`src/rtl/lcd_regs_pkg.sv`:
```
package lcd_regs_pkg;

   localparam int ADDR_W = 12;
   localparam int WORD_W = ADDR_W - 2;
   localparam int PAL_IW = 7;
   localparam int NTIM   = 4;
   localparam int COLS_W = 11;
   localparam int ROWS_W = 11;
   localparam int DEPTH_W = 3;
   localparam int CTRL_EN_BIT  = 0;
   localparam int CTRL_PWR_BIT = 11;
   localparam int CTRL_DEPTH_LSB = 1;

   typedef enum logic [3:0] {
      SEL_NONE, SEL_TIM0, SEL_TIM1, SEL_TIM2, SEL_TIM3,
      SEL_UPB, SEL_LPB, SEL_MASK, SEL_CTRL, SEL_RAW,
      SEL_MSKD, SEL_CLR, SEL_UPCUR, SEL_LPCUR, SEL_PAL, SEL_ID
   } reg_sel_e;

   function automatic logic [7:0] id_byte(input int variant, input logic [2:0] idx);
      logic [7:0] b;
      case (idx)
         3'd0:    b = (variant == 2) ? 8'h11 : 8'h10;
         3'd1:    b = 8'h11;
         3'd2:    b = (variant == 2) ? 8'h24 : 8'h04;
         3'd3:    b = 8'h00;
         3'd4:    b = 8'h0D;
         3'd5:    b = 8'hF0;
         3'd6:    b = 8'h05;
         default: b = 8'hB1;
      endcase
      return b;
   endfunction

endpackage

```
`src/rtl/lcd_regs_decode.sv`:
```
module lcd_regs_decode
   import lcd_regs_pkg::*;
#(
   parameter int SWAP = 0
)(
   input  logic [WORD_W-1:0] word,
   output reg_sel_e          sel,
   output logic [2:0]        id_idx,
   output logic [PAL_IW-1:0] pal_idx
);

   reg_sel_e w6_sel, w7_sel;

   generate
      if (SWAP != 0) begin : g_swapped
         assign w6_sel = SEL_CTRL;
         assign w7_sel = SEL_MASK;
      end else begin : g_plain
         assign w6_sel = SEL_MASK;
         assign w7_sel = SEL_CTRL;
      end
   endgenerate

   assign id_idx  = word[2:0];
   assign pal_idx = word[PAL_IW-1:0];

   always_comb begin
      sel = SEL_NONE;
      if (word >= WORD_W'(10'h3F8)) begin
         sel = SEL_ID;
      end else if (word[WORD_W-1:PAL_IW] == 3'b001) begin
         sel = SEL_PAL;
      end else if (word[WORD_W-1:4] == '0) begin
         case (word[3:0])
            4'd0:    sel = SEL_TIM0;
            4'd1:    sel = SEL_TIM1;
            4'd2:    sel = SEL_TIM2;
            4'd3:    sel = SEL_TIM3;
            4'd4:    sel = SEL_UPB;
            4'd5:    sel = SEL_LPB;
            4'd6:    sel = w6_sel;
            4'd7:    sel = w7_sel;
            4'd8:    sel = SEL_RAW;
            4'd9:    sel = SEL_MSKD;
            4'd10:   sel = SEL_CLR;
            4'd11:   sel = SEL_UPCUR;
            4'd12:   sel = SEL_LPCUR;
            default: sel = SEL_NONE;
         endcase
      end
   end

endmodule

```
`src/rtl/lcd_regs_irq.sv`:
```
module lcd_regs_irq #(
   parameter int NEVT = 5
)(
   input  logic            clk,
   input  logic            rst_n,
   input  logic            mask_we,
   input  logic            clr_we,
   input  logic [NEVT-1:0] wr_bits,
   input  logic [NEVT-1:0] evt_set,
   output logic [NEVT-1:0] status,
   output logic [NEVT-1:0] mask,
   output logic            irq
);

   logic [NEVT-1:0] kept;

   assign kept = clr_we ? (status & ~wr_bits) : status;

   always_ff @(posedge clk or negedge rst_n) begin
      if (!rst_n) begin
         status <= '0;
         mask   <= '0;
      end else begin
         status <= kept | evt_set;
         if (mask_we) mask <= wr_bits;
      end
   end

   assign irq = |(status & mask);

   p_set_wins_r8: assert property (@(posedge clk) disable iff (!rst_n)
      (evt_set != '0) |=> ((status & $past(evt_set)) == $past(evt_set)));

   p_clear_r8: assert property (@(posedge clk) disable iff (!rst_n)
      clr_we |=> ((status & $past(wr_bits & ~evt_set)) == '0));

   p_hold_r7: assert property (@(posedge clk) disable iff (!rst_n)
      (!clr_we && evt_set == '0) |=> $stable(status));

   p_no_mask_no_irq_r9: assert property (@(posedge clk) disable iff (!rst_n)
      (mask == '0) |-> !irq);

endmodule

```
`src/rtl/lcd_regs_geom.sv`:
```
module lcd_regs_geom
   import lcd_regs_pkg::*;
(
   input  logic [5:0]         tim0_ppl,
   input  logic [9:0]         tim1_lpp,
   input  logic [DEPTH_W-1:0] ctrl_depth,
   input  logic               ctrl_en,
   input  logic               ctrl_pwr,
   output logic [COLS_W-1:0]  cols,
   output logic [ROWS_W-1:0]  rows,
   output logic [DEPTH_W-1:0] depth,
   output logic               disp_en
);

   // (field*4 + 4) * 4 is (field + 1) * 16
   assign cols    = (COLS_W'(tim0_ppl) + COLS_W'(1)) << 4;
   assign rows    = ROWS_W'(tim1_lpp) + ROWS_W'(1);
   assign depth   = ctrl_depth;
   assign disp_en = ctrl_en & ctrl_pwr;

endmodule

```
`src/rtl/lcd_regs.sv`:
```
module lcd_regs
   import lcd_regs_pkg::*;
#(
   parameter int DW      = 32,
   parameter int NEVT    = 5,
   parameter int VARIANT = 0
)(
   input  logic               clk,
   input  logic               rst_n,
   input  logic               bus_wr,
   input  logic               bus_rd,
   input  logic [ADDR_W-1:0]  bus_addr,
   input  logic [DW-1:0]      bus_wdata,
   output logic [DW-1:0]      bus_rdata,
   input  logic [NEVT-1:0]    evt_set,
   output logic               irq,
   output logic               pal_we,
   output logic               pal_re,
   output logic [PAL_IW-1:0]  pal_idx,
   output logic [DW-1:0]      pal_wdata,
   input  logic [DW-1:0]      pal_rdata,
   output logic [COLS_W-1:0]  cols,
   output logic [ROWS_W-1:0]  rows,
   output logic [DEPTH_W-1:0] depth,
   output logic               disp_en,
   output logic               cfg_changed
);

   localparam int SWAP = (VARIANT != 0) ? 1 : 0;
   localparam reg_sel_e TIM_SEL [NTIM] = '{SEL_TIM0, SEL_TIM1, SEL_TIM2, SEL_TIM3};

   generate
      if (VARIANT < 0 || VARIANT > 2) begin : g_bad_variant
         $error("lcd_regs: VARIANT must be 0, 1 or 2");
      end
      if (DW < 16) begin : g_bad_dw
         $error("lcd_regs: DW must hold control bit 11");
      end
      if (NEVT < 1 || NEVT > DW) begin : g_bad_nevt
         $error("lcd_regs: NEVT out of range");
      end
   endgenerate

   reg_sel_e        sel;
   logic [2:0]      id_idx;
   logic [DW-1:0]   tim_q [NTIM];
   logic [DW-1:0]   upb_q, lpb_q, ctrl_q;
   logic [NEVT-1:0] status, mask;
   logic [DW-1:0]   rd_d;
   logic            writable;

   lcd_regs_decode #(.SWAP(SWAP)) u_decode (
      .word    (bus_addr[ADDR_W-1:2]),
      .sel     (sel),
      .id_idx  (id_idx),
      .pal_idx (pal_idx)
   );

   generate
      for (genvar g = 0; g < NTIM; g++) begin : g_tim
         always_ff @(posedge clk or negedge rst_n) begin
            if (!rst_n)                           tim_q[g] <= '0;
            else if (bus_wr && sel == TIM_SEL[g]) tim_q[g] <= bus_wdata;
         end
      end
   endgenerate

   always_ff @(posedge clk or negedge rst_n) begin
      if (!rst_n) begin
         upb_q  <= '0;
         lpb_q  <= '0;
         ctrl_q <= '0;
      end else if (bus_wr) begin
         if (sel == SEL_UPB)  upb_q  <= bus_wdata;
         if (sel == SEL_LPB)  lpb_q  <= bus_wdata;
         if (sel == SEL_CTRL) ctrl_q <= bus_wdata;
      end
   end

   lcd_regs_irq #(.NEVT(NEVT)) u_irq (
      .clk     (clk),
      .rst_n   (rst_n),
      .mask_we (bus_wr && sel == SEL_MASK),
      .clr_we  (bus_wr && sel == SEL_CLR),
      .wr_bits (bus_wdata[NEVT-1:0]),
      .evt_set (evt_set),
      .status  (status),
      .mask    (mask),
      .irq     (irq)
   );

   lcd_regs_geom u_geom (
      .tim0_ppl   (tim_q[0][7:2]),
      .tim1_lpp   (tim_q[1][9:0]),
      .ctrl_depth (ctrl_q[CTRL_DEPTH_LSB +: DEPTH_W]),
      .ctrl_en    (ctrl_q[CTRL_EN_BIT]),
      .ctrl_pwr   (ctrl_q[CTRL_PWR_BIT]),
      .cols       (cols),
      .rows       (rows),
      .depth      (depth),
      .disp_en    (disp_en)
   );

   assign pal_we    = bus_wr && sel == SEL_PAL;
   assign pal_re    = bus_rd && sel == SEL_PAL;
   assign pal_wdata = bus_wdata;

   always_comb begin
      case (sel)
         SEL_TIM0:  rd_d = tim_q[0];
         SEL_TIM1:  rd_d = tim_q[1];
         SEL_TIM2:  rd_d = tim_q[2];
         SEL_TIM3:  rd_d = tim_q[3];
         SEL_UPB, SEL_UPCUR: rd_d = upb_q;
         SEL_LPB, SEL_LPCUR: rd_d = lpb_q;
         SEL_MASK:  rd_d = DW'(mask);
         SEL_CTRL:  rd_d = ctrl_q;
         SEL_RAW:   rd_d = DW'(status);
         SEL_MSKD:  rd_d = DW'(status & mask);
         SEL_PAL:   rd_d = pal_rdata;
         SEL_ID:    rd_d = DW'(id_byte(VARIANT, id_idx));
         default:   rd_d = '0;
      endcase
   end

   always_ff @(posedge clk or negedge rst_n) begin
      if (!rst_n)      bus_rdata <= '0;
      else if (bus_rd) bus_rdata <= rd_d;
   end

   always_comb begin
      case (sel)
         SEL_TIM0, SEL_TIM1, SEL_TIM2, SEL_TIM3, SEL_UPB, SEL_LPB,
         SEL_MASK, SEL_CTRL, SEL_CLR, SEL_PAL: writable = 1'b1;
         default:                              writable = 1'b0;
      endcase
   end

   always_ff @(posedge clk or negedge rst_n) begin
      if (!rst_n) cfg_changed <= 1'b0;
      else        cfg_changed <= bus_wr && writable;
   end

   p_unmapped_read_r12: assert property (@(posedge clk) disable iff (!rst_n)
      (bus_rd && sel == SEL_NONE) |=> (bus_rdata == '0));

   p_id_no_pulse_r12: assert property (@(posedge clk) disable iff (!rst_n)
      (bus_wr && sel == SEL_ID) |=> !cfg_changed);

   p_cfg_quiet_r14: assert property (@(posedge clk) disable iff (!rst_n)
      !bus_wr |=> !cfg_changed);

   p_cfg_ctrl_pulse_r14: assert property (@(posedge clk) disable iff (!rst_n)
      (bus_wr && sel == SEL_CTRL) |=> cfg_changed);

   p_ctrl_hold_r5: assert property (@(posedge clk) disable iff (!rst_n)
      !(bus_wr && sel == SEL_CTRL) |=> ($stable(disp_en) && $stable(depth)));

endmodule

```
`config.mk`:
```
export PLATFORM = sky130hd
export DESIGN_NAME = lcd_regs
export DESIGN_NICKNAME = d
export VERILOG_FILES = /design/src/rtl/lcd_regs_pkg.sv /design/src/rtl/lcd_regs_decode.sv /design/src/rtl/lcd_regs_irq.sv /design/src/rtl/lcd_regs_geom.sv /design/src/rtl/lcd_regs.sv
export SDC_FILE = /design/constraint.sdc
export NUM_CORES = 1
export LEC_CHECK = 0
export ABC_CLOCK_PERIOD_IN_PS = 3900
export BUFFER_PORTS_ARGS = -buffer_cell sky130_fd_sc_hd__buf_2
export CORE_MARGIN = 4
export CORE_UTILIZATION = 55
export DETAILED_ROUTE_END_ITERATION = 10
export GPL_TIMING_DRIVEN = 0
export PLACE_DENSITY = 0.8
export SETUP_SLACK_MARGIN = 0.4
export SYNTH_ARGS = -nofsm -noshare
export SYNTH_HDL_FRONTEND = slang
export SYNTH_SLANG_ARGS = --single-unit
```
`constraint.sdc`:
```
create_clock -name clk -period 3.9 [get_ports clk]
set_input_delay 0.78 -clock clk [delete_from_list [all_inputs] [get_ports clk]]
set_output_delay 0.78 -clock clk [all_outputs]
set_load 0.1 [all_outputs]
```
* Word level (Yosys, flattened, before mapping) *
Memories as Yosys holds them, arrays and structs flattened.
Index checks and enable logic that the tools add are counted.
Widths: inputs -> output; s select.

word-level totals
  register bits after elaboration = 267
  bits in latches = 0
  RAM bits = 0
  memory bits (read-only) = 80
  input bits = 85
  output and inout bits = 101
  word-level logic and storage cells = 67
  memories = 2

memories
  memory            depth  width  rd ports  clocked after memory_dff  wr ports  RTL line               RTL
  (name not given)  16     4      1         0                         0         lcd_regs_decode.sv:34  case (word[3:0])
  (name not given)  16     1      1         0                         0         lcd_regs.sv:132        case (sel)

operators by class
  add/subtract/negate cells = 2
  multiply operators = 0
  divide/modulo/power cells = 0
  magnitude comparators = 1
  equal/unequal tests = 22
  shift operators = 0
  mux-type cells = 6
  bitwise gates (word level) = 6
  reduce and logical (&&, ||, !) cells = 17

operators by type and width
  kind                   count
  $pmux 32 s12           1
  $pmux 8 s7             1
  $eq 4x4->1 const B     8
  $eq 4x3->1 const B     4
  $and 5x5->5            3
  $mux 4                 3
  $add 10x1->11 const B  1
  $ge 10x10->1 const B   1
  $eq 3x3->1 const B     3
  $logic_and 1x1->1      9
  $eq 4x2->1 const B     2
  $add 6x1->7 const B    1
  $eq 3x1->1 const B     2
  $eq 3x2->1 const B     2
  $logic_not 6->1        1
  $reduce_and 2->1       3
  $mux 5                 1
  $not 5->5              1
  $or 5x5->5             1
  $reduce_or 5->1        1
  $eq 4x1->1 const B     1
  $reduce_or 2->1        2
  $logic_not 3->1        1
  $and 1x1->1            1

* Depth between registers and ports, before layout *
Gate-level depths: netlist (run 1).

  depth after elaboration = 8
  gate-level depth with buffers = 15
  depth with buffers taken out = 13

* Modules after synthesis *
From an unflattened synthesis (run 1), not the netlist that was laid out.

second synthesis, totals
  cell total of the unflattened synthesis = 1,021
  area total of the unflattened synthesis = 12,918.6 um2

modules (own cells, without submodules)
  module           times used  cells an instance  area an instance (um2)  seq. area each (um2)
  lcd_regs         1           917                11,999.0                6,431.2
  lcd_regs_irq     1           28                 384.1                   250.2
  lcd_regs_geom    1           42                 301.5                   0.0
  lcd_regs_decode  1           34                 234.0                   0.0

* Least setup slack after synthesis (run 1) *
Ideal clock, no wire load.

  path type = input to output
  start = in bus_addr[2]
  end = out pal_re
  data arrival time = 3.381 ns
  required time = 3.120 ns
  setup slack = -0.261 ns
  stages on the path = 12
  path buffers = 3
  path through = inv_1 -> ha_1 -> and3b_1 -> a21oi_1 -> nand2_1 -> o21ai_0 -> inv_1 -> ha_1 -> clkbuf_1 -> clkbuf_1 -> clkbuf_1 -> and3_1

between the ends
  longest elaborated chain between the ends = 6
  elaborated cells on any way between the ends = 7
  those cells by class = order compare (1); eq/ne (1); mux (3); reduce/logical (1); memory (1)

ends and longest elaborated chain
  what                   RTL line               RTL
  start, declared        lcd_regs.sv:12         input logic [ADDR_W-1:0] bus_addr,
  $mem_v2 16x4           -
  $mux 4                 lcd_regs_decode.sv:33  end else if (word[WORD_W-1:4] == '0) begin
  $mux 4                 lcd_regs_decode.sv:31  end else if (word[WORD_W-1:PAL_IW] == 3'b001) begin
  $mux 4 (*)             lcd_regs_decode.sv:29  if (word >= WORD_W'(10'h3F8)) begin
  $eq 4x4->1 (*)         lcd_regs.sv:105        assign pal_re = bus_rd && sel == SEL_PAL;
  $logic_and 1x1->1 (*)  lcd_regs.sv:105
  end, declared          lcd_regs.sv:18         output logic pal_re,

Mark *: on every way between the ends. The rest lies on a longest branch, timed or not.

* Final worst setup path (run 1) *
  start = in bus_addr[2]
  end = reg ctrl_q[27]

between the ends
  longest elaborated chain between the ends = 6
  elaborated cells on any way between the ends = 7
  those cells by class = order compare (1); eq/ne (1); mux (3); reduce/logical (1); memory (1)

ends and longest elaborated chain
  what                            RTL line               RTL
  $mem_v2 16x4                    -
  $mux 4                          lcd_regs_decode.sv:33
  $mux 4                          lcd_regs_decode.sv:31
  $mux 4 (*)                      lcd_regs_decode.sv:29
  $eq 4x4->1 (*)                  lcd_regs.sv:76         if (sel == SEL_CTRL) ctrl_q <= bus_wdata;
  $reduce_and 2->1 (no line) (*)  -
  end signal, assigned            lcd_regs.sv:76
  end, declared                   lcd_regs.sv:47         logic [DW-1:0] upb_q, lpb_q, ctrl_q;

Marks and branches as above.
A chain may end at the register's enable or synchronous reset.

==> impl_metrics.xml, run 1 <==
<?xml version="1.0" encoding="UTF-8"?>
<metrics>
  <group name="cts">
    <metric name="clock-root-buffer" unit="">sky130_fd_sc_hd__clkbuf_16</metric>
    <metric name="clk_path_buf_depth" unit="">3</metric>
    <metric name="numClockSinks" unit="">267</metric>
    <metric name="clk_pin_slew" unit="ps">60</metric>
    <metric name="cts_tree" unit="">yes</metric>
    <metric name="cts_hold_buf" unit="">0</metric>
    <metric name="clk_latency" unit="ps">550</metric>
    <metric name="h-tree-depth" unit="">1</metric>
    <metric name="tritoncts.num_buffers" unit="">29</metric>
  </group>
  <group name="pwr">
    <metric name="p_leak" unit="nW">7.66</metric>
    <metric name="power.density_cell_area" unit="nW/µm²">456</metric>
    <metric name="post-layout-total-power" unit="mW">7.20</metric>
    <metric name="worst_ir_drop_vdd" unit="µV">342</metric>
  </group>
  <group name="detailed_routing">
    <metric name="drc" unit="">0</metric>
    <metric name="route.detailed.wl_per_inst" unit="µm">25.0</metric>
    <metric name="finalWirelength" unit="µm">41500</metric>
    <metric name="viasPerCell" unit="">6.37</metric>
    <metric name="detailroute.via_count" unit="">10595</metric>
    <metric name="detailedRoute.firstPassIterationCount" unit="">7</metric>
    <metric name="final_antenna_net_count" unit="">0</metric>
    <metric name="drt_first_iter_violations" unit="">1117</metric>
  </group>
  <group name="logic_synthesis">
    <metric name="ys_warn_count" unit="">0</metric>
    <metric name="leading_post_synthesis_cells_by_cell_area" unit="">sky130_fd_sc_hd__dfrtp_1, sky130_fd_sc_hd__mux2_2, sky130_fd_sc_hd__mux2_1</metric>
    <metric name="synthesis.area" unit="µm²">13000</metric>
    <metric name="synth_compound_gate_area_share" unit="">0.140</metric>
    <metric name="share_of_cell_area_taken_by_muxes_after_synthesis" unit="">0.199</metric>
    <metric name="synth_top_family_by_area" unit="">multiplexers</metric>
    <metric name="synthArstFlopShare" unit="">1.00</metric>
    <metric name="sequential_area_share_after_synthesis" unit="">0.513</metric>
    <metric name="synthesis.area_per_instance" unit="µm²">12.0</metric>
    <metric name="synthAdderAreaFrac" unit="">0.0106</metric>
    <metric name="synth-edff-count" unit="">0</metric>
    <metric name="yosys.area.top_type_share" unit="">0.513</metric>
    <metric name="yosys.area_share.xor_xnor" unit="">0.00807</metric>
    <metric name="synthDominantAreaCellType" unit="">sky130_fd_sc_hd__dfrtp_1</metric>
    <metric name="ys.flop_type" unit="">sky130_fd_sc_hd__dfrtp_1</metric>
    <metric name="synth_simple_gate_area_frac" unit="">0.0712</metric>
    <metric name="synth.ff_latch_count" unit="">267</metric>
    <metric name="ys_types" unit="">58</metric>
    <metric name="syn-instance-count" unit="">1088</metric>
  </group>
  <group name="floorplan">
    <metric name="die-width" unit="µm">162</metric>
    <metric name="start_util" unit="">0.557</metric>
    <metric name="die_height" unit="µm">162</metric>
    <metric name="die_area" unit="µm²">26200</metric>
    <metric name="design.portCount" unit="">186</metric>
    <metric name="core_area" unit="µm²">23400</metric>
    <metric name="placement_rows" unit="">56</metric>
  </group>
  <group name="critical_path">
    <metric name="worst_ep_arrival" unit="ps">3930</metric>
    <metric name="cp_num_cells" unit="">19</metric>
    <metric name="start_kind" unit="">input port</metric>
    <metric name="cpPeakStageDelay" unit="ps">380</metric>
    <metric name="max_stage_delay_cell_worst_path" unit="">sky130_fd_sc_hd__mux2_2</metric>
    <metric name="rr_worst_depth" unit="">5</metric>
    <metric name="critPathRequiredTime" unit="ps">4330</metric>
    <metric name="crit_chain" unit="">clkbuf_4 &gt; inv_4 &gt; ha_4 &gt; and3b_2 &gt; a21oi_4 &gt; nand2_4 &gt; o21ai_4 &gt; inv_2 &gt; buf_4 &gt; buf_4 &gt; buf_4 &gt; ha_1 &gt; clkbuf_2 &gt; inv_1 &gt; nor2_4 &gt; buf_4 &gt; nand2_1 &gt; buf_2 &gt; mux2_2</metric>
    <metric name="critical-path-top-cell-by-count" unit="">sky130_fd_sc_hd__buf_4</metric>
    <metric name="cp.buffers_inverters" unit="">10</metric>
    <metric name="worst_setup_path_end_kind" unit="">flop</metric>
    <metric name="peak_fanout_along_the_critical_path" unit="">10</metric>
    <metric name="crit_type" unit="">input port to flop</metric>
    <metric name="cp_top_family" unit="">buffers and inverters</metric>
  </group>
  <group name="finish">
    <metric name="layout.cell_area.non_filler" unit="µm²">15800</metric>
    <metric name="areaGrowthSynthToFinish" unit="%">21.2</metric>
    <metric name="num-nets-final" unit="">1420</metric>
    <metric name="antenna_cells_inserted" unit="">0</metric>
    <metric name="fillers" unit="">1797</metric>
    <metric name="stdcell_count" unit="">1663</metric>
    <metric name="final_layout_size_suffix_gt1_frac" unit="">0.395</metric>
  </group>
  <group name="sta">
    <metric name="max-slew-margin-rel" unit="">0.366</metric>
    <metric name="rsz0062_at_grt" unit="">false</metric>
    <metric name="achievable-frequency" unit="GHz">0.286</metric>
    <metric name="final.setup_skew" unit="ps">15.3</metric>
    <metric name="hold_ws" unit="ps">157</metric>
    <metric name="fin_crit" unit="ps">3500</metric>
    <metric name="layout_worst_path_cycle_share" unit="">0.898</metric>
    <metric name="finalWorstSetupSlack" unit="ps">398</metric>
    <metric name="tightest_slew" unit="ps">950</metric>
    <metric name="setup_viol_count_final" unit="">0</metric>
    <metric name="final-max-slew-violation-count" unit="">0</metric>
    <metric name="hold_violations" unit="">0</metric>
  </group>
  <group name="global_routing">
    <metric name="grt_usage" unit="">0.310</metric>
    <metric name="grt_antenna_before_repair" unit="">0</metric>
    <metric name="grt_pass1_vias" unit="">10746</metric>
    <metric name="global_route.overflow_total" unit="">0</metric>
    <metric name="grt_max_degree" unit="">130</metric>
    <metric name="grt_first_pass_wirelength" unit="µm">62300</metric>
  </group>
  <group name="run">
    <metric name="max_cap_viol_count" unit="">0</metric>
  </group>
  <group name="placement">
    <metric name="hpwlAfterDp" unit="µm">27100</metric>
    <metric name="port_buffers" unit="">178</metric>
    <metric name="pre_cts_ws" unit="ps">-852</metric>
    <metric name="dpl.cell_count" unit="">1590</metric>
    <metric name="dpl-instance-area" unit="µm²">14400</metric>
    <metric name="gp_congestion" unit="">0.959</metric>
  </group>
  <group name="status">
    <metric name="run_status" unit="">finished clean</metric>
  </group>
  <group name="hold_path">
    <metric name="hold_path_class" unit="">input port to async pin</metric>
  </group>
</metrics>
-- cells in the final DEF (no fill, tap or decap), drive strengths merged, types with 5 or more instances in the layout --
cell type,count
a21oi,44
mux2,229
a211oi,16
a221o,6
a22o,14
nor2,18
a21boi,5
nand2,88
a21o,12
and3,14
xnor2,9
a222oi,7
a32oi,30
clkinv,5
nand2b,5
nand4,6
clkbuf,69
buf,295
a221oi,11
nand3,42
o21ai,26
ha,11
dfrtp,267
inv,11
a22oi,36
a32o,17
-- power breakdown --
group	switching (mW)	internal [mW]	leakage [nW]
logic	0.953	0.330	3.58
clock network	1.13	1.67	0.473
registers	0.151	2.96	3.61
-- cell families (layout without fill, tap and decap cells) --
kind of cell | count (synthesis) | in the layout
XOR/XNOR | 12 | 12
flip-flops | 267 | 267
other | 1 | 4
adder cells (fa/ha/maj) | 11 | 11
AND/OR/NAND/NOR | 191 | 191
multiplexers | 231 | 231
AO/OA/AOI/OAI | 243 | 243
buffers and inverters | 132 | 385
-- worst reg2reg max path, delay by kind of cell (launching register included) --
kind / cells / cell delay (ps)
DFF: 1 / 410
AOI/OAI and AO/OA: 5 / 920
-- layer usage --
metal / track usage / vias to the layer above / wire length (µm) / part of all wire
met5: 0 / - / 0 / 0
li1: - / 4509 / - / -
met3: 0.0670 / 162 / 4540 / 0.11
met2: 0.491 / 672 / 19100 / 0.46
met4: 0.135 / 0 / 2030 / 0.049
met1: 0.415 / 5252 / 15800 / 0.38
-- final cells by class --
| class | count | area, µm² | share of cell area |
|---|---|---|---|
| flip-flops and latches | 267 | 6680 | 0.423 |
| multi-input cells | 692 | 5720 | 0.362 |
| repair buffers | 202 | 1170 | 0.0740 |
| clock buffers | 40 | 827 | 0.0524 |
| plain buffers | 122 | 803 | 0.0509 |
| well taps | 319 | 399 | 0.0253 |
| clock inverters | 11 | 143 | 0.00904 |
| inverters | 10 | 42.5 | 0.00270 |
-- cells in the mapped netlist (3+ instances only) --
cell                        number
sky130_fd_sc_hd__dfrtp_1       267
sky130_fd_sc_hd__nand3_1        42
sky130_fd_sc_hd__a221oi_1       11
sky130_fd_sc_hd__and4_1          4
sky130_fd_sc_hd__mux2_2        155
sky130_fd_sc_hd__a21oi_1        44
sky130_fd_sc_hd__xor2_1          3
sky130_fd_sc_hd__and2_1          4
sky130_fd_sc_hd__a32oi_1        30
sky130_fd_sc_hd__ha_1           11
sky130_fd_sc_hd__nor2_1         15
sky130_fd_sc_hd__buf_4          53
sky130_fd_sc_hd__a21boi_0        5
sky130_fd_sc_hd__nand2b_1        5
sky130_fd_sc_hd__xnor2_1         9
sky130_fd_sc_hd__a222oi_1        7
sky130_fd_sc_hd__a22oi_1        36
sky130_fd_sc_hd__a221o_1         6
sky130_fd_sc_hd__a31oi_1         3
sky130_fd_sc_hd__o21ai_0        26
sky130_fd_sc_hd__and3_1         14
sky130_fd_sc_hd__a211oi_1       15
sky130_fd_sc_hd__a32o_1         17
sky130_fd_sc_hd__inv_1          10
sky130_fd_sc_hd__nand2_1        86
sky130_fd_sc_hd__a21o_1         12
sky130_fd_sc_hd__o2bb2ai_1       3
sky130_fd_sc_hd__clkbuf_1       28
sky130_fd_sc_hd__a22o_1         14
sky130_fd_sc_hd__buf_1           3
sky130_fd_sc_hd__buf_2          37
sky130_fd_sc_hd__nor2_2          3
sky130_fd_sc_hd__nand4_1         6
sky130_fd_sc_hd__mux2_1         74
-- flip-flops by register name, indices dropped and copies added (netlist names) --
signal / flops
ctrl_q: 32
upb_q: 32
u_irq.status: 5
cfg_changed: 1
bus_rdata: 32
tim_q: 128
lpb_q: 32
u_irq.mask: 5
-- per-stage QoR --
| step | TNS (ps) | util |
|---|---|---|
| floorplan | 0 | - |
| global placement | -759950 | 0.613 |
| detailed placement | -34770 | 0.616 |
| CTS | 0 | 0.669 |
| global route | 0 | 0.674 |
| finish | 0 | 0.674 |
-- what timing repair did --
item	CTS	global route
buffers inserted	16	6
gates resized for setup	43	30
endpoints found under the setup margin	63	95
pin swaps	6	5
-- final timing paths --
| kind | startpoint | end | slack, ps |
|---|---|---|---|
| worst max-delay path | bus_addr[2] | ctrl_q[27] | 400 |
| worst min-delay path | rst_n | tim_q[80] | 160 |
| worst max register to register | u_irq.mask[3] | bus_rdata[3] | 2440 |
| worst min register to register | tim_q[112] | tim_q[112] | 480 |
| max in group asynchronous | rst_n | tim_q[88] | 2770 |
| min in group clk | evt_set[3] | u_irq.status[3] | 420 |
Note: power is estimated with default switching activity, not from simulation.
==> run 2: changes to the inputs <==
Settings changed: SYNTH_HIERARCHICAL set to 1.
==> impl_metrics.xml, run 2 <==
<?xml version="1.0" encoding="UTF-8"?>
<metrics>
  <group name="critical_path">
    <metric name="reg2reg_to" unit="">bus_rdata[4]</metric>
    <metric name="rr_worst_depth" unit="">4</metric>
    <metric name="start_kind" unit="">input port</metric>
    <metric name="critPathRequiredTime" unit="ps">3120</metric>
    <metric name="r2r_slack" unit="ps">2260</metric>
    <metric name="worst_ep_arrival" unit="ps">2740</metric>
    <metric name="startpoint_of_the_lowest_slack_register_to_register_path" unit="">u_irq/mask[4]</metric>
    <metric name="worst_setup_path_end_kind" unit="">output port</metric>
    <metric name="crit_type" unit="">input port to output port</metric>
    <metric name="peak_fanout_along_the_critical_path" unit="">4</metric>
  </group>
  <group name="logic_synthesis">
    <metric name="syn-instance-count" unit="">1021</metric>
    <metric name="synthesis.area" unit="µm²">12900</metric>
    <metric name="synth_common_cells" unit="">sky130_fd_sc_hd__dfrtp_1, sky130_fd_sc_hd__mux2_2, sky130_fd_sc_hd__mux2_1, sky130_fd_sc_hd__buf_4</metric>
    <metric name="synth_most_common_cell" unit="">sky130_fd_sc_hd__dfrtp_1</metric>
    <metric name="leading_post_synthesis_cells_by_cell_area" unit="">sky130_fd_sc_hd__dfrtp_1, sky130_fd_sc_hd__mux2_2, sky130_fd_sc_hd__mux2_1</metric>
    <metric name="synth_top_family_by_area" unit="">multiplexers</metric>
    <metric name="ys.flop_type" unit="">sky130_fd_sc_hd__dfrtp_1</metric>
    <metric name="yosys.area_share.xor_xnor" unit="">0.00881</metric>
    <metric name="ys_warn_count" unit="">6</metric>
    <metric name="synthDominantAreaCellType" unit="">sky130_fd_sc_hd__dfrtp_1</metric>
    <metric name="ys_types" unit="">64</metric>
    <metric name="synthAdderAreaFrac" unit="">0.00872</metric>
    <metric name="synthesis.area_per_instance" unit="µm²">12.7</metric>
    <metric name="synth-edff-count" unit="">0</metric>
    <metric name="share_of_cell_area_taken_by_muxes_after_synthesis" unit="">0.203</metric>
    <metric name="synthArstFlopShare" unit="">1.00</metric>
    <metric name="yosys.area.top_type_share" unit="">0.517</metric>
    <metric name="synth.ff_latch_count" unit="">267</metric>
    <metric name="synth_compound_gate_area_share" unit="">0.142</metric>
    <metric name="sequential_area_share_after_synthesis" unit="">0.517</metric>
    <metric name="synth_simple_gate_area_frac" unit="">0.0550</metric>
  </group>
  <group name="floorplan">
    <metric name="design.portCount" unit="">186</metric>
    <metric name="placement_rows" unit="">55</metric>
    <metric name="start_util" unit="">0.565</metric>
    <metric name="core_area" unit="µm²">22800</metric>
    <metric name="die-width" unit="µm">161</metric>
    <metric name="die_area" unit="µm²">26000</metric>
    <metric name="die_height" unit="µm">161</metric>
  </group>
  <group name="cts">
    <metric name="clock-root-buffer" unit="">sky130_fd_sc_hd__clkbuf_16</metric>
    <metric name="h-tree-depth" unit="">1</metric>
    <metric name="numClockSinks" unit="">267</metric>
    <metric name="cts_tree" unit="">yes</metric>
    <metric name="clk_latency" unit="ps">550</metric>
    <metric name="tritoncts.num_buffers" unit="">27</metric>
    <metric name="clk_path_buf_depth" unit="">3</metric>
    <metric name="clk_pin_slew" unit="ps">60</metric>
  </group>
  <group name="detailed_routing">
    <metric name="detailedRoute.firstPassIterationCount" unit="">7</metric>
    <metric name="drt_first_iter_violations" unit="">1053</metric>
    <metric name="viasPerCell" unit="">6.38</metric>
    <metric name="detailroute.via_count" unit="">10143</metric>
    <metric name="finalWirelength" unit="µm">40000</metric>
    <metric name="drc" unit="">0</metric>
    <metric name="route.detailed.wl_per_inst" unit="µm">25.2</metric>
    <metric name="final_antenna_net_count" unit="">0</metric>
  </group>
  <group name="hold_path">
    <metric name="hold_path_class" unit="">input port to async pin</metric>
  </group>
  <group name="sta">
    <metric name="layout_worst_path_cycle_share" unit="">0.901</metric>
    <metric name="achievable-frequency" unit="GHz">0.284</metric>
    <metric name="finalWorstSetupSlack" unit="ps">385</metric>
    <metric name="hold_ws" unit="ps">133</metric>
    <metric name="final.setup_skew" unit="ps">14.5</metric>
    <metric name="max-slew-margin-rel" unit="">0.339</metric>
    <metric name="rsz0062_at_grt" unit="">true</metric>
    <metric name="hold_violations" unit="">0</metric>
    <metric name="tightest_slew" unit="ps">992</metric>
    <metric name="final-max-slew-violation-count" unit="">0</metric>
    <metric name="fin_tns_setup" unit="ps">0</metric>
    <metric name="fin_crit" unit="ps">3520</metric>
    <metric name="setup_viol_count_final" unit="">0</metric>
  </group>
  <group name="placement">
    <metric name="port_buffers" unit="">179</metric>
    <metric name="pre_cts_ws" unit="ps">-352</metric>
    <metric name="hpwlAfterDp" unit="µm">26300</metric>
    <metric name="gp_congestion" unit="">0.935</metric>
  </group>
  <group name="finish">
    <metric name="areaGrowthSynthToFinish" unit="%">19.9</metric>
    <metric name="num-nets-final" unit="">1350</metric>
    <metric name="ff_latch_area" unit="µm²">6680</metric>
    <metric name="final_layout_size_suffix_gt1_frac" unit="">0.431</metric>
    <metric name="largest_register_ffs" unit="">128</metric>
    <metric name="antenna_cells_inserted" unit="">0</metric>
    <metric name="registers.top_by_ff_count" unit="">tim_q</metric>
    <metric name="area_used_by_multi_input_combinational_logic" unit="µm²">5500</metric>
    <metric name="layout.cells.most_common" unit="">sky130_fd_sc_hd__dfrtp_1</metric>
    <metric name="postLayoutCoreUtil" unit="">0.678</metric>
    <metric name="fillers" unit="">1707</metric>
    <metric name="layout.cells.most_common_list" unit="">sky130_fd_sc_hd__dfrtp_1, sky130_fd_sc_hd__buf_2, sky130_fd_sc_hd__mux2_2</metric>
  </group>
  <group name="pwr">
    <metric name="post-layout-total-power" unit="mW">7.93</metric>
    <metric name="worst_ir_drop_vdd" unit="µV">364</metric>
    <metric name="p_leak" unit="nW">7.38</metric>
    <metric name="power.density_cell_area" unit="nW/µm²">512</metric>
  </group>
  <group name="global_routing">
    <metric name="grt_antenna_before_repair" unit="">0</metric>
    <metric name="global_route.overflow_total" unit="">0</metric>
    <metric name="grt_first_pass_wirelength" unit="µm">60600</metric>
    <metric name="grt_usage" unit="">0.301</metric>
    <metric name="grt_max_degree" unit="">122</metric>
    <metric name="grt_pass1_vias" unit="">10148</metric>
  </group>
  <group name="run">
    <metric name="max_cap_viol_count" unit="">0</metric>
  </group>
  <group name="status">
    <metric name="run_status" unit="">finished clean</metric>
  </group>
</metrics>
## run 2: cell count changes in the layout (fill, tap and decap cells not counted), moves of 6 or more
| cell | before | now |
|---|---|---|
| sky130_fd_sc_hd__a22o_1 | 14 | 30 |
| sky130_fd_sc_hd__a32oi_1 | 30 | 4 |
| sky130_fd_sc_hd__o21ai_0 | 25 | 14 |
| sky130_fd_sc_hd__nand3_1 | 41 | 17 |
| sky130_fd_sc_hd__a311oi_1 | 0 | 28 |
| sky130_fd_sc_hd__nand2_1 | 85 | 25 |
| sky130_fd_sc_hd__a211oi_1 | 15 | 8 |
| sky130_fd_sc_hd__a21oi_1 | 43 | 36 |
| sky130_fd_sc_hd__buf_4 | 77 | 93 |
| sky130_fd_sc_hd__and3_1 | 12 | 5 |
| sky130_fd_sc_hd__a222oi_1 | 7 | 23 |
| sky130_fd_sc_hd__a21o_1 | 12 | 6 |
| sky130_fd_sc_hd__nor2_1 | 14 | 36 |
## run 2: what timing repair did
action | 4_1_cts | 5_1_grt
resized for setup | 27 | 20
gates cloned | 0 | 0
pin swaps | 3 | 7
buffers inserted | 10 | 12
hold buffers | 0 | 0
endpoints found under the setup margin | 2 | 63
## run 2: metrics by stage
step                      instances  instance area (µm²)
after floorplan                1024                12900
after global placement         1516                14200
after detailed placement       1518                14300
after CTS                      1577                15300
after global routing           1589                15500
final                          1589                15500
## run 2: worst max-delay path, stage by stage
cell and delay (ps):
sky130_fd_sc_hd__buf_8 100, sky130_fd_sc_hd__nor4_4 300, sky130_fd_sc_hd__nand2_4 110, sky130_fd_sc_hd__o31ai_4 320, sky130_fd_sc_hd__inv_2 90, sky130_fd_sc_hd__ha_4 160
sky130_fd_sc_hd__buf_6 110, sky130_fd_sc_hd__and3_4 170, sky130_fd_sc_hd__buf_6 120, sky130_fd_sc_hd__buf_12 130, sky130_fd_sc_hd__and2_4 160, sky130_fd_sc_hd__buf_12 160
## run 2: cell families after synthesis
family                     Yosys count
xor gates and xnor gates            13
adders and majority gates            9
and+or+nand+nor                    132
AOI/OAI and AO/OA                  230
DFF                                267
other                                1
muxes                              232
buffers and inverters              137
## run 2: worst max-delay path by stage
stage	startpoint	endpoint	slack (ps)	cells past startpoint
6_report	bus_addr[8]	pal_we	380	12
3_5_place_dp	bus_addr[2]	pal_we	-350	11
4_1_cts	bus_addr[2]	ctrl_q[7]	390	18
5_1_grt	bus_addr[8]	pal_we	330	12
3_3_place_gp	rst_n	tim_q[51]	-2760	1
2_1_floorplan	bus_addr[8]	pal_re	350	10
## run 2: area by class of cell
type                       instances  area share
multi-input combinational        620       0.355
tap                              313      0.0253
buffer                           125      0.0535
clock inverter                     7     0.00266
inverter                          12     0.00291
clock buffer                      42      0.0537
sequential                       267       0.431
timing repair buffer             203      0.0757
## run 2: layer usage
metal,track usage,part of all wire,vias up,routed length (µm)
met5,0,0,-,0
met4,0.119,0.045,0,1780
met3,0.0505,0.095,119,3800
met2,0.489,0.47,555,18700
met1,0.409,0.39,5173,15800
li1,-,-,4296,-
## run 2: where the power goes
group	internal [mW]	switching [mW]	total, mW	leakage, nW
registers	3.19	0.289	3.48	3.46
clock network	1.46	1.08	2.54	0.435
logic	0.580	1.32	1.90	3.49
total	5.23	2.70	7.93	7.38
==> run 3: changes to the inputs <==
Settings changed: ABC_CLOCK_PERIOD_IN_PS 3900 to 3300, CORE_UTILIZATION 55 to 46, PLACE_DENSITY 0.8 to 0.69.
Clock period 3.9 ns to 3.3 ns, I/O delays scaled along.
==> impl_metrics.xml, run 3 (same netlist as run 2, synthesis figures left out) <==
<?xml version="1.0" encoding="UTF-8"?>
<metrics>
  <group name="floorplan">
    <metric name="placement_rows" unit="">61</metric>
    <metric name="die_height" unit="µm">176</metric>
    <metric name="die-width" unit="µm">176</metric>
    <metric name="core_area" unit="µm²">27800</metric>
    <metric name="design.portCount" unit="">186</metric>
    <metric name="die_area" unit="µm²">30800</metric>
    <metric name="start_util" unit="">0.465</metric>
  </group>
  <group name="placement">
    <metric name="hpwlAfterDp" unit="µm">27400</metric>
    <metric name="dpl.cell_count" unit="">1583</metric>
    <metric name="port_buffers" unit="">179</metric>
    <metric name="gp_congestion" unit="">0.908</metric>
    <metric name="pre_cts_ws" unit="ps">-451</metric>
  </group>
  <group name="critical_path">
    <metric name="start_kind" unit="">input port</metric>
    <metric name="worst_setup_path_startpoint" unit="">bus_addr[5]</metric>
    <metric name="max_stage_delay_cell_worst_path" unit="">sky130_fd_sc_hd__a22oi_2</metric>
    <metric name="critical-path-top-cell-by-count" unit="">sky130_fd_sc_hd__buf_12</metric>
    <metric name="worst_ep_arrival" unit="ps">2560</metric>
    <metric name="cpPeakStageDelay" unit="ps">300</metric>
    <metric name="crit_chain" unit="">buf_2 &gt; and3_1 &gt; a22oi_2 &gt; o21ai_2 &gt; ha_4 &gt; buf_6 &gt; and3_4 &gt; buf_12 &gt; buf_12 &gt; and2_4 &gt; buf_12</metric>
    <metric name="startpoint_of_the_lowest_slack_register_to_register_path" unit="">tim_q[64]</metric>
    <metric name="critPathRequiredTime" unit="ps">2640</metric>
    <metric name="worst_setup_path_end_kind" unit="">output port</metric>
    <metric name="peak_fanout_along_the_critical_path" unit="">7</metric>
    <metric name="crit_type" unit="">input port to output port</metric>
  </group>
  <group name="finish">
    <metric name="stdcell_count" unit="">1654</metric>
    <metric name="layout.cells.most_common_list" unit="">sky130_fd_sc_hd__dfrtp_1, sky130_fd_sc_hd__buf_2, sky130_fd_sc_hd__mux2_2</metric>
    <metric name="largest_register_ffs" unit="">128</metric>
    <metric name="areaGrowthSynthToFinish" unit="%">22.9</metric>
    <metric name="area_used_by_multi_input_combinational_logic" unit="µm²">5600</metric>
    <metric name="antenna_cells_inserted" unit="">0</metric>
    <metric name="ff_latch_area" unit="µm²">6680</metric>
    <metric name="layout.cells.most_common" unit="">sky130_fd_sc_hd__dfrtp_1</metric>
    <metric name="final_layout_size_suffix_gt1_frac" unit="">0.447</metric>
    <metric name="fillers" unit="">2389</metric>
    <metric name="num-nets-final" unit="">1352</metric>
    <metric name="registers.top_by_ff_count" unit="">tim_q</metric>
  </group>
  <group name="pwr">
    <metric name="worst_ir_drop_vdd" unit="µV">456</metric>
    <metric name="post-layout-total-power" unit="mW">9.54</metric>
    <metric name="p_leak" unit="nW">7.49</metric>
    <metric name="power.density_cell_area" unit="nW/µm²">601</metric>
  </group>
  <group name="global_routing">
    <metric name="global_route.overflow_total" unit="">0</metric>
    <metric name="grt_antenna_before_repair" unit="">0</metric>
    <metric name="grt_pass1_vias" unit="">9932</metric>
    <metric name="grt_first_pass_wirelength" unit="µm">61400</metric>
    <metric name="grt_max_degree" unit="">113</metric>
    <metric name="grt_usage" unit="">0.263</metric>
  </group>
  <group name="sta">
    <metric name="achievable-frequency" unit="GHz">0.310</metric>
    <metric name="rsz0062_at_grt" unit="">true</metric>
    <metric name="hold_violations" unit="">0</metric>
    <metric name="max-slew-margin-rel" unit="">0.328</metric>
    <metric name="final-max-slew-violation-count" unit="">0</metric>
    <metric name="finalWorstSetupSlack" unit="ps">76.6</metric>
    <metric name="fin_crit" unit="ps">3220</metric>
    <metric name="layout_worst_path_cycle_share" unit="">0.977</metric>
    <metric name="hold_ws" unit="ps">180</metric>
    <metric name="fin_tns_setup" unit="ps">0</metric>
    <metric name="setup_viol_count_final" unit="">0</metric>
    <metric name="tightest_slew" unit="ps">1010</metric>
    <metric name="final.setup_skew" unit="ps">7.64</metric>
  </group>
  <group name="detailed_routing">
    <metric name="finalWirelength" unit="µm">41900</metric>
    <metric name="detailedRoute.firstPassIterationCount" unit="">7</metric>
    <metric name="viasPerCell" unit="">6.08</metric>
    <metric name="drt_first_iter_violations" unit="">1172</metric>
    <metric name="detailroute.via_count" unit="">10053</metric>
    <metric name="drc" unit="">0</metric>
    <metric name="final_antenna_net_count" unit="">0</metric>
    <metric name="route.detailed.wl_per_inst" unit="µm">25.4</metric>
  </group>
  <group name="hold_path">
    <metric name="hold_path_class" unit="">input port to async pin</metric>
  </group>
  <group name="cts">
    <metric name="h-tree-depth" unit="">1</metric>
    <metric name="numClockSinks" unit="">267</metric>
    <metric name="clk_latency" unit="ps">540</metric>
    <metric name="tritoncts.num_buffers" unit="">29</metric>
    <metric name="cts_hold_buf" unit="">0</metric>
    <metric name="clk_path_buf_depth" unit="">3</metric>
    <metric name="clk_pin_slew" unit="ps">60</metric>
    <metric name="clock-root-buffer" unit="">sky130_fd_sc_hd__clkbuf_16</metric>
    <metric name="cts_tree" unit="">yes</metric>
  </group>
  <group name="run">
    <metric name="max_cap_viol_count" unit="">0</metric>
  </group>
  <group name="status">
    <metric name="run_status" unit="">finished clean</metric>
  </group>
</metrics>
[run 3: changes by cell type in the layout (fill, tap and decap cells not counted), sizes merged]
cell / delta
clkinv: -3
clkinvlp: -1
clkbuf: +4
clkdlybuf4s15: +1
bufinv: +1
buf: -2
[run 3: per-layer routing]
layer	GRT usage	up-vias	share of wire
li1	-	4299	-
met1	0.354	5127	0.41
met2	0.419	537	0.46
met3	0.0646	90	0.096
met4	0.0887	0	0.035
met5	0	-	0
[run 3: area by class of cell]
| class | instances | area share |
|---|---|---|
| multi-input cells | 620 | 0.353 |
| well taps | 378 | 0.0298 |
| clock buffers | 45 | 0.0539 |
| inverters | 12 | 0.00300 |
| flip-flops and latches | 267 | 0.421 |
| plain buffers | 125 | 0.0595 |
| repair buffers | 203 | 0.0767 |
| clock inverters | 4 | 0.00307 |
[run 3: path summary, 6_finish.rpt]
check	to	slack (ps)	cells past startpoint
max in group asynchronous	ctrl_q[1]	2180	2
worst min-delay path	bus_rdata[28]	180	1
min in group clk	u_irq/status[1]	290	2
worst max-delay path	pal_we	80	11
worst max register to register	bus_rdata[0]	1630	4
worst min register to register	tim_q[42]	480	1
[run 3: repair_timing]
item                                    4_1_cts  5_1_grt
pin swaps                                     5       11
setup buffers                                14        6
endpoints found under the setup margin       71      114
gates resized for setup                      42       54
cloned                                        0        2
[run 3: critical path: cells and delay by family]
kind	cells	cell delay, ps
adders and majority gates	1	190
AOI/OAI and AO/OA	2	470
buffers and inverters	5	670
and+or+nand+nor	3	540
[run 3: where the power goes]
| group | switching, mW | internal (mW) |
|---|---|---|
| Clock | 1.29 | 1.84 |
| Combinational | 1.57 | 0.720 |
| Sequential | 0.344 | 3.77 |
| Total | 3.21 | 6.33 |
[run 3: metrics by stage]
| stage | util | area [µm²] |
|---|---|---|
| after CTS | 0.563 | 15600 |
| after detailed placement | 0.521 | 14500 |
| final | 0.571 | 15900 |
| after global placement | 0.518 | 14400 |
| after floorplan | - | 13000 |
| after global routing | 0.571 | 15900 |
